**config.mk**
```make
export PLATFORM = sky130hd
export DESIGN_NAME = chain_timer
export DESIGN_NICKNAME = d
export VERILOG_FILES = /design/src/rtl/chain_timer_pkg.sv /design/src/rtl/ct_counter.sv /design/src/rtl/ct_edge.sv /design/src/rtl/ct_toggle.sv /design/src/rtl/chain_timer.sv
export SDC_FILE = /design/constraint.sdc
export NUM_CORES = 1
export LEC_CHECK = 0
export BUFFER_PORTS_ARGS = -buffer_cell sky130_fd_sc_hd__buf_2
export CAP_MARGIN = 20
export CORE_MARGIN = 10
export CORE_UTILIZATION = 24
export CTS_CLUSTER_DIAMETER = 100
export DETAILED_ROUTE_END_ITERATION = 10
export PLACE_DENSITY = 0.54
export SLEW_MARGIN = 20
export SYNTH_ARGS = -nofsm -noshare
export SYNTH_HDL_FRONTEND = slang
export SYNTH_SLANG_ARGS = --single-unit
```
**constraint.sdc**
```tcl
create_clock -name clk -period 2.8 [get_ports clk]
set_input_delay 0.28 -clock clk [delete_from_list [all_inputs] [get_ports clk]]
set_output_delay 0.28 -clock clk [all_outputs]
set_load 0.05 [all_outputs]
```
**src/rtl/chain_timer_pkg.sv**
```systemverilog
package chain_timer_pkg;
  typedef enum logic [1:0] {
    MODE_FREE  = 2'b00,
    MODE_GATED = 2'b01,
    MODE_EVENT = 2'b10,
    MODE_HOLD  = 2'b11
  } core_mode_e;

  typedef enum logic [1:0] {
    EDGE_NONE = 2'b00,
    EDGE_RISE = 2'b01,
    EDGE_FALL = 2'b10,
    EDGE_BOTH = 2'b11
  } edge_sel_e;
endpackage

```
**src/rtl/ct_counter.sv**
```systemverilog
module ct_counter #(
  parameter int W = 16
) (
  input  logic         clk,
  input  logic         rst_n,
  input  logic         step,
  input  logic         down,
  input  logic         load,
  input  logic [W-1:0] ldata,
  output logic [W-1:0] val,
  output logic         wrap
);
  localparam logic [W-1:0] TOP = {W{1'b1}};

  // a load always wins, so no wrap can be raised in a write cycle
  assign wrap = step && !load && (down ? (val == '0) : (val == TOP));

  always_ff @(posedge clk) begin
    if (!rst_n) begin
      val <= '0;
    end else if (load) begin
      val <= ldata;
    end else if (step) begin
      val <= down ? val - 1'b1 : val + 1'b1;
    end
  end
endmodule

```
**src/rtl/ct_edge.sv**
```systemverilog
module ct_edge
  import chain_timer_pkg::*;
(
  input  logic       clk,
  input  logic       rst_n,
  input  logic       sig,
  input  logic [1:0] sel,
  output logic       tick
);
  logic sig_d;

  always_ff @(posedge clk) begin
    if (!rst_n) sig_d <= 1'b0;
    else        sig_d <= sig;
  end

  always_comb begin
    unique case (edge_sel_e'(sel))
      EDGE_RISE: tick = sig & ~sig_d;
      EDGE_FALL: tick = ~sig & sig_d;
      EDGE_BOTH: tick = sig ^ sig_d;
      default:   tick = 1'b0;
    endcase
  end
endmodule

```
**src/rtl/ct_toggle.sv**
```systemverilog
module ct_toggle (
  input  logic clk,
  input  logic rst_n,
  input  logic wr,
  input  logic wdata,
  input  logic flip,
  output logic q
);
  always_ff @(posedge clk) begin
    if (!rst_n)    q <= 1'b0;
    else if (wr)   q <= wdata;
    else if (flip) q <= ~q;
  end
endmodule

```
**src/rtl/chain_timer.sv**
```systemverilog
module chain_timer
  import chain_timer_pkg::*;
#(
  parameter int W = 16
) (
  input  logic         clk,
  input  logic         rst_n,
  input  logic         presc_en,
  input  logic         gate_in,
  input  logic         core_ext_in,
  input  logic         aux_ext_in,
  input  logic         core_run,
  input  logic         aux_run,
  input  logic         aux_remote,
  input  logic [1:0]   core_mode,
  input  logic         core_down,
  input  logic         aux_down,
  input  logic [1:0]   aux_edge_sel,
  input  logic         aux_src_latch,
  input  logic         core_wr,
  input  logic [W-1:0] core_wdata,
  input  logic         aux_wr,
  input  logic [W-1:0] aux_wdata,
  input  logic         lat_wr,
  input  logic         lat_wdata,
  output logic [W-1:0] core_val,
  output logic [W-1:0] aux_val,
  output logic         lat_q,
  output logic         core_irq,
  output logic         aux_irq
);
  logic ext_rise, core_step, core_wrap;
  logic aux_src, aux_tick, aux_go, aux_step, aux_wrap;

  ct_edge u_ext_edge (
    .clk(clk), .rst_n(rst_n), .sig(core_ext_in),
    .sel(EDGE_RISE), .tick(ext_rise)
  );

  always_comb begin
    unique case (core_mode_e'(core_mode))
      MODE_FREE:  core_step = core_run & presc_en;
      MODE_GATED: core_step = core_run & presc_en & gate_in;
      MODE_EVENT: core_step = core_run & ext_rise;
      default:    core_step = 1'b0;
    endcase
  end

  ct_counter #(.W(W)) u_core (
    .clk(clk), .rst_n(rst_n), .step(core_step), .down(core_down),
    .load(core_wr), .ldata(core_wdata), .val(core_val), .wrap(core_wrap)
  );

  ct_toggle u_latch (
    .clk(clk), .rst_n(rst_n), .wr(lat_wr), .wdata(lat_wdata),
    .flip(core_wrap), .q(lat_q)
  );

  assign aux_src = aux_src_latch ? lat_q : aux_ext_in;

  ct_edge u_aux_edge (
    .clk(clk), .rst_n(rst_n), .sig(aux_src),
    .sel(aux_edge_sel), .tick(aux_tick)
  );

  assign aux_go   = aux_remote ? core_run : aux_run;
  assign aux_step = aux_go & aux_tick;

  ct_counter #(.W(W)) u_aux (
    .clk(clk), .rst_n(rst_n), .step(aux_step), .down(aux_down),
    .load(aux_wr), .ldata(aux_wdata), .val(aux_val), .wrap(aux_wrap)
  );

  always_ff @(posedge clk) begin
    if (!rst_n) begin
      core_irq <= 1'b0;
      aux_irq  <= 1'b0;
    end else begin
      core_irq <= core_wrap;
      aux_irq  <= aux_wrap;
    end
  end
endmodule

```
Word level (Yosys, flattened, before mapping)
Index checks and enable logic that the tools add are counted.
{ "totals": {"ff_bits": 37, "output_inout_bits": 35, "elab_cells": 56, "in_bits": 52} }
{ "classes": {"n_eq_ne": 7, "addsub": 4, "mux": 14, "n_bitwise": 12, "n_reduce_logical": 12} }
{ "ops": {"columns": ["op", "count"], "rows": [
  ["$mux 16", 6],
  ["$add 16x1->16 const B", 2],
  ["$eq 16x16->1 const B", 2],
  ["$logic_not 16->1", 2],
  ["$sub 16x1->16 const B", 2],
  ["$and 1x1->1", 7],
  ["$eq 2x2->1 const B", 3],
  ["$mux 1", 6],
  ["$pmux 1 s3", 2],
  ["$reduce_bool 2->1", 3],
  ["$eq 2x1->1 const B", 2],
  ["$logic_and 1x1->1", 4],
  ["$not 1->1", 4],
  ["$logic_not 1->1", 2],
  ["$logic_not 2->1", 1],
  ["$xor 1x1->1", 1]
]} }

Depth between registers and ports, before layout
{ "depth": {"word_depth": 8, "mapped_depth": 10} }

Hierarchy
Synthesis repeated with hierarchy kept, for this count alone.
{ "unflattened": {"hier_cells": 439, "area_unflattened_um2": 3532.1} }
{ "by_module_without_submodules": {"columns": ["mod", "instances", "area_per_inst_um2", "cells_per_inst"], "rows": [
  ["ct_counter (u_aux)", 1, 1669.1, 210],
  ["ct_counter (u_core)", 1, 1526.5, 190],
  ["ct_edge", 2, 85.1, 11],
  ["chain_timer", 1, 121.4, 13],
  ["ct_toggle", 1, 45.0, 4]
]} }

Least setup slack after synthesis
OpenSTA, ideal clock, no wires.
{ "synth_timing": {"path_kind": "reg-to-reg", "from": "register u_latch.q", "to": "register u_aux.val[15]", "setup_slack_ps": 347, "t_required_ps": 2738, "path_buffers": 0, "arrival_ps": 2392, "stages_incl_launch_ff": 8, "synth_period_minus_slack_ps": 2453, "path_cell_list": "dfxtp_1 -> mux2i_1 -> ha_1 -> nand2b_1 -> a311oi_2 -> nand3_1 -> or4b_1 -> nand3_1"} }
{ "synth_between": {"elab_chain_len": 6, "word_cells_on_any_way": 8, "cone_classes": "mux (2); bitwise (5); reduce/logical (1)"} }
{ "synth_lines": {"columns": ["item", "line", "rtl"], "rows": [
  ["from (decl)", "ct_toggle.sv:7", "output logic q"],
  ["from (signal assigned)", "ct_toggle.sv:11", "else if (wr) q <= wdata;"],
  ["from (signal assigned)", "ct_toggle.sv:12", "else if (flip) q <= ~q;"],
  ["$mux 1 (*)", "chain_timer.sv:59", "assign aux_src = aux_src_latch ? lat_q : aux_ext_in;"],
  ["$not 1->1", "ct_edge.sv:20", "EDGE_FALL: tick = ~sig & sig_d;"],
  ["$and 1x1->1", "ct_edge.sv:20", null],
  ["$pmux 1 s3 (*)", "ct_edge.sv:18", "unique case (edge_sel_e'(sel))"],
  ["$and 1x1->1 (*)", "chain_timer.sv:67", "assign aux_step = aux_go & aux_tick;"],
  ["$reduce_bool 2->1 (no line) (*)", null, null],
  ["to (signal assigned)", "ct_counter.sv:22", "val <= ldata;"],
  ["to (signal assigned)", "ct_counter.sv:24", "val <= down ? val - 1'b1 : val + 1'b1;"],
  ["to (decl)", "ct_counter.sv:10", "output logic [W-1:0] val,"]
]} }
Mark *: on every way between the ends. The rest lies on a longest branch, timed or not.
A chain may end at the register's enable or synchronous reset.

Final worst setup path
{ "layout_timing": {"from": "register u_latch.q", "to": "register u_aux.val[10]"} }
{ "layout_between": {"elab_chain_len": 6, "word_cells_on_any_way": 8, "cone_classes": "mux (2); bitwise (5); reduce/logical (1)"} }
{ "layout_lines": {"columns": ["item", "line", "rtl"], "rows": [
  ["$mux 1 (*)", "chain_timer.sv:59", null],
  ["net aux_src", "chain_timer.sv:33", "logic aux_src, aux_tick, aux_go, aux_step, aux_wrap;"],
  ["$not 1->1", "ct_edge.sv:20", null],
  ["$and 1x1->1", "ct_edge.sv:20", null],
  ["$pmux 1 s3 (*)", "ct_edge.sv:18", null],
  ["$and 1x1->1 (*)", "chain_timer.sv:67", null],
  ["$reduce_bool 2->1 (no line) (*)", null, null]
]} }
Mark *: on every way through the listed nets, which the timed path passes. The rest lies on a longest branch.

==> impl_metrics.yaml <==
route:
  wire_per_inst_microns: 16.2
  finalWirelength_mm: 10.7
  vias: 3370
  wl_met2_mm: 5.11
  met3_wirelength_microns: 815
  drtIter0Drc: 189
  drt.antenna.violating_nets: 0
  viasPerCell: 5.09
  drc_errors: 0
  top_layer: "met4"
  drtPass1Iterations: 4
  met1_length_mm: 4.72
cts:
  clk_path_buf_depth: 2
  clock-root-buffer: "clkbuf_16"
  cts_hold_buf: 0
  post_cts_buffers: 0
  clock_sinks: 37
  clk-insertion-delay-late_ns: 0.28
  cts_made_buffers: 5
  clkTransAtPathRegs_ns: 0.06
  cts.repair.resized: 0
  cts_tree: "yes"
  ctsHtreeMaxLevel: 2
sta:
  rsz0062_at_grt: "false"
  fmax_ghz: 0.420
  setup_violations: 0
  layout_setup_ws_ns: 0.421
  relSlewSlack_pct: 44.2
  fin_setup_tns_ns: 0
  fin_crit_ns: 2.38
  hold_violations: 0
  drv_slew: 0
  fin_worst_skew_ns: 0.00409
  min_period_over_period_pct: 84.9
  tightest_slew_ns: 0.836
final_layout:
  nFillCells: 1414
  nNetsFinal: 569
  syn_to_final_growth_pct: 23.9
  drive_above_1_share_pct: 23.3
  postLayoutCoreUtil_pct: 30.5
  antenna_cells: 0
  fin_cells: 662
grt:
  grt_use_total_pct: 11.2
  grt_pass1_vias: 3515
  grt_max_degree: 24
  grt_pass1_wl_mm: 17.2
  overflow: 0
  antenna_found_initial: 0
synth:
  synth_cells: 403
  synth_edf_count: 0
  syn_area_per_cell_sq_um: 8.12
  syn_nets: 487
  synth_area_sq_um: 3270
  synth_area_leaders: "dfxtp_1 (23%), ha_1 (11%), a21oi_1 (5.7%)"
  ys_ff_latch: 37
  synth_area_leader_cell: "dfxtp_1"
  async_reset_ff_share_pct: 0
  seq_area_frac_synth_pct: 22.6
  synth_top_area_share_pct: 22.6
  synthFlopType: "dfxtp_1"
  synth_cell_types: 59
  yosysWarnings: 0
worst_setup_path:
  slowest_stage: "a311o_1"
  critPathKind: "reg -> reg"
  cp.required_ns: 3.03
  end_kind: "flip-flop"
  critPathMaxFanout: 20
  worstPathArrival_ns: 2.61
  max_stage_delay_ns: 0.71
  path_cells: "mux2i_1 -> inv_1 -> ha_1 -> a21oi_1 -> a311o_1 -> a21oi_1 -> o21ai_0 -> o311a_1"
  cp-start-kind: "flip-flop"
  reg2reg_depth: 8
  startpoint: "u_latch.q"
  r2r_setup_slack_ns: 0.42
  rr_endpoint: "u_aux.val[10]"
  r2r_start: "u_latch.q"
  cp_common_cell: "a21oi_1"
placement:
  dp_hpwl_mm: 8.47
  place_ws_ns: 0.305
  dp_cells: 654
  gp_congestion: 0.917
  portBuffers: 86
power:
  p_leak_uw: 0.00188
  worst_ir_drop_vdd_mv: 0.251
  p_per_area_nw_per_um2: 491
floorplanning:
  core_area_sq_um: 13300
  die_y_microns: 137
  dieArea_sq_um: 18700
  io_pins: 87
  die_w_microns: 137
  num_rows: 42
  start_util_pct: 24.6
hold_path:
  min_path_type: "in -> reg"
  hold_start: "core_ext_in"
  hold_end: "u_ext_edge.sig_d"
  hold_path_depth: 2
job:
  cap_violations: 0
run_status:
  status: "finished clean"
cell usage in the layout, fill, tap and decap left out, types with 5 or more instances in the layout:
cell	count
buf_2	86
buf_4	5
o211a_1	9
xnor2_1	14
and2_1	5
mux2i_1	9
a31oi_1	9
a211oi_1	9
xor2_1	8
inv_1	7
ha_1	30
nor2_1	17
dfxtp_1	37
a21o_1	11
o21ai_0	36
nor2b_1	5
nor4_1	8
a21oi_1	37
o211ai_1	6
nor3_1	12
clkbuf_16	5
nand3_1	9
and3_1	7
nand4_1	7
nand2_1	39
how the worst max path moves through the flow:
stage / to / slack (ns) / cells past startpoint
after floorplan: u_aux.val[15] / 0.35 / 7
after global placement: u_aux.val[10] / 0.39 / 8
after detailed placement: u_aux.val[10] / 0.30 / 9
after CTS: u_aux.val[10] / 0.39 / 8
after global routing: u_aux.val[10] / 0.20 / 9
final: u_aux.val[10] / 0.42 / 8
Yosys cell counts, types with 3 or more instances:
cell type  count
inv_1          7
o21bai_1       3
nand3_1        9
clkbuf_1      12
nor2_1        17
a31oi_1        9
nor3_1        12
o21a_1         4
buf_2          3
dfxtp_1       37
nor2b_1        5
mux2i_1        9
a211oi_1       9
xor2_1         8
o21ai_0       36
o211ai_1       6
a21oi_1       37
o211a_1        9
a21oi_2        3
a41oi_1        3
and2_1         5
a21boi_0       3
nor4_1         8
and3_1         7
nand4_1        7
a21o_1        11
nand2_1       39
xnor2_1       14
ha_1          30
critical path, delay by kind of cell (launching register included):
| family | cells | cell delay [ns] |
|---|---|---|
| flops | 1 | 0.32 |
| mux | 1 | 0.27 |
| compound gates | 5 | 1.43 |
| buf+inv | 1 | 0.09 |
| fa+ha+maj | 1 | 0.20 |
logic make-up after synthesis:
family / after synthesis / share of synthesized area [%]
AOI/OAI and AO/OA: 154 / 32.7
and+or+nand+nor: 126 / 20.5
DFF: 37 / 22.6
adders and majority gates: 32 / 12.7
buffers and inverters: 23 / 2.75
xor gates and xnor gates: 22 / 5.89
muxes: 9 / 2.75
per-layer routing:
layer / vias to the layer above / GRT usage [%]
met5: - / 0
met4: 0 / 1.95
met3: 7 / 3.37
met2: 95 / 19.5
met1: 1553 / 13.4
li1: 1715 / -
power by group:
group          switching [uW]  internal [uW]  total [uW]
sequential               63.7            567         631
combinational             463            278         741
clock                     240            378         618
total                     766           1220        1990
final cells by class:
| type | instances | area [sq um] | area share, % |
|---|---|---|---|
| clock buffers | 7 | 153 | 3.77 |
| multi-input cells | 343 | 2440 | 60.2 |
| repair buffers | 91 | 468 | 11.5 |
| well taps | 176 | 220 | 5.43 |
| inverters | 7 | 26.3 | 0.648 |
| clock inverters | 1 | 5.00 | 0.123 |
| flip-flops and latches | 37 | 741 | 18.3 |
per-stage QoR:
| step | instance area, sq um | power (uW) | hold slack [ns] |
|---|---|---|---|
| 2_1_floorplan | 3270 | 1180 | 0.402 |
| 3_3_place_gp | 3890 | 1380 | 0.502 |
| 3_5_place_dp | 3890 | 1380 | 0.496 |
| 4_1_cts | 4050 | 2020 | 0.200 |
| 5_1_grt | 4050 | 2110 | 0.209 |
| 6_report | 4050 | 1990 | 0.207 |
flip-flops by register name (all words and copies together) (netlist names):
signal	flops
u_ext_edge.sig_d	1
u_aux.val	16
u_latch.q	1
u_core.val	16
core_irq	1
aux_irq	1
u_aux_edge.sig_d	1
Power figures use the tool's default switching activity.
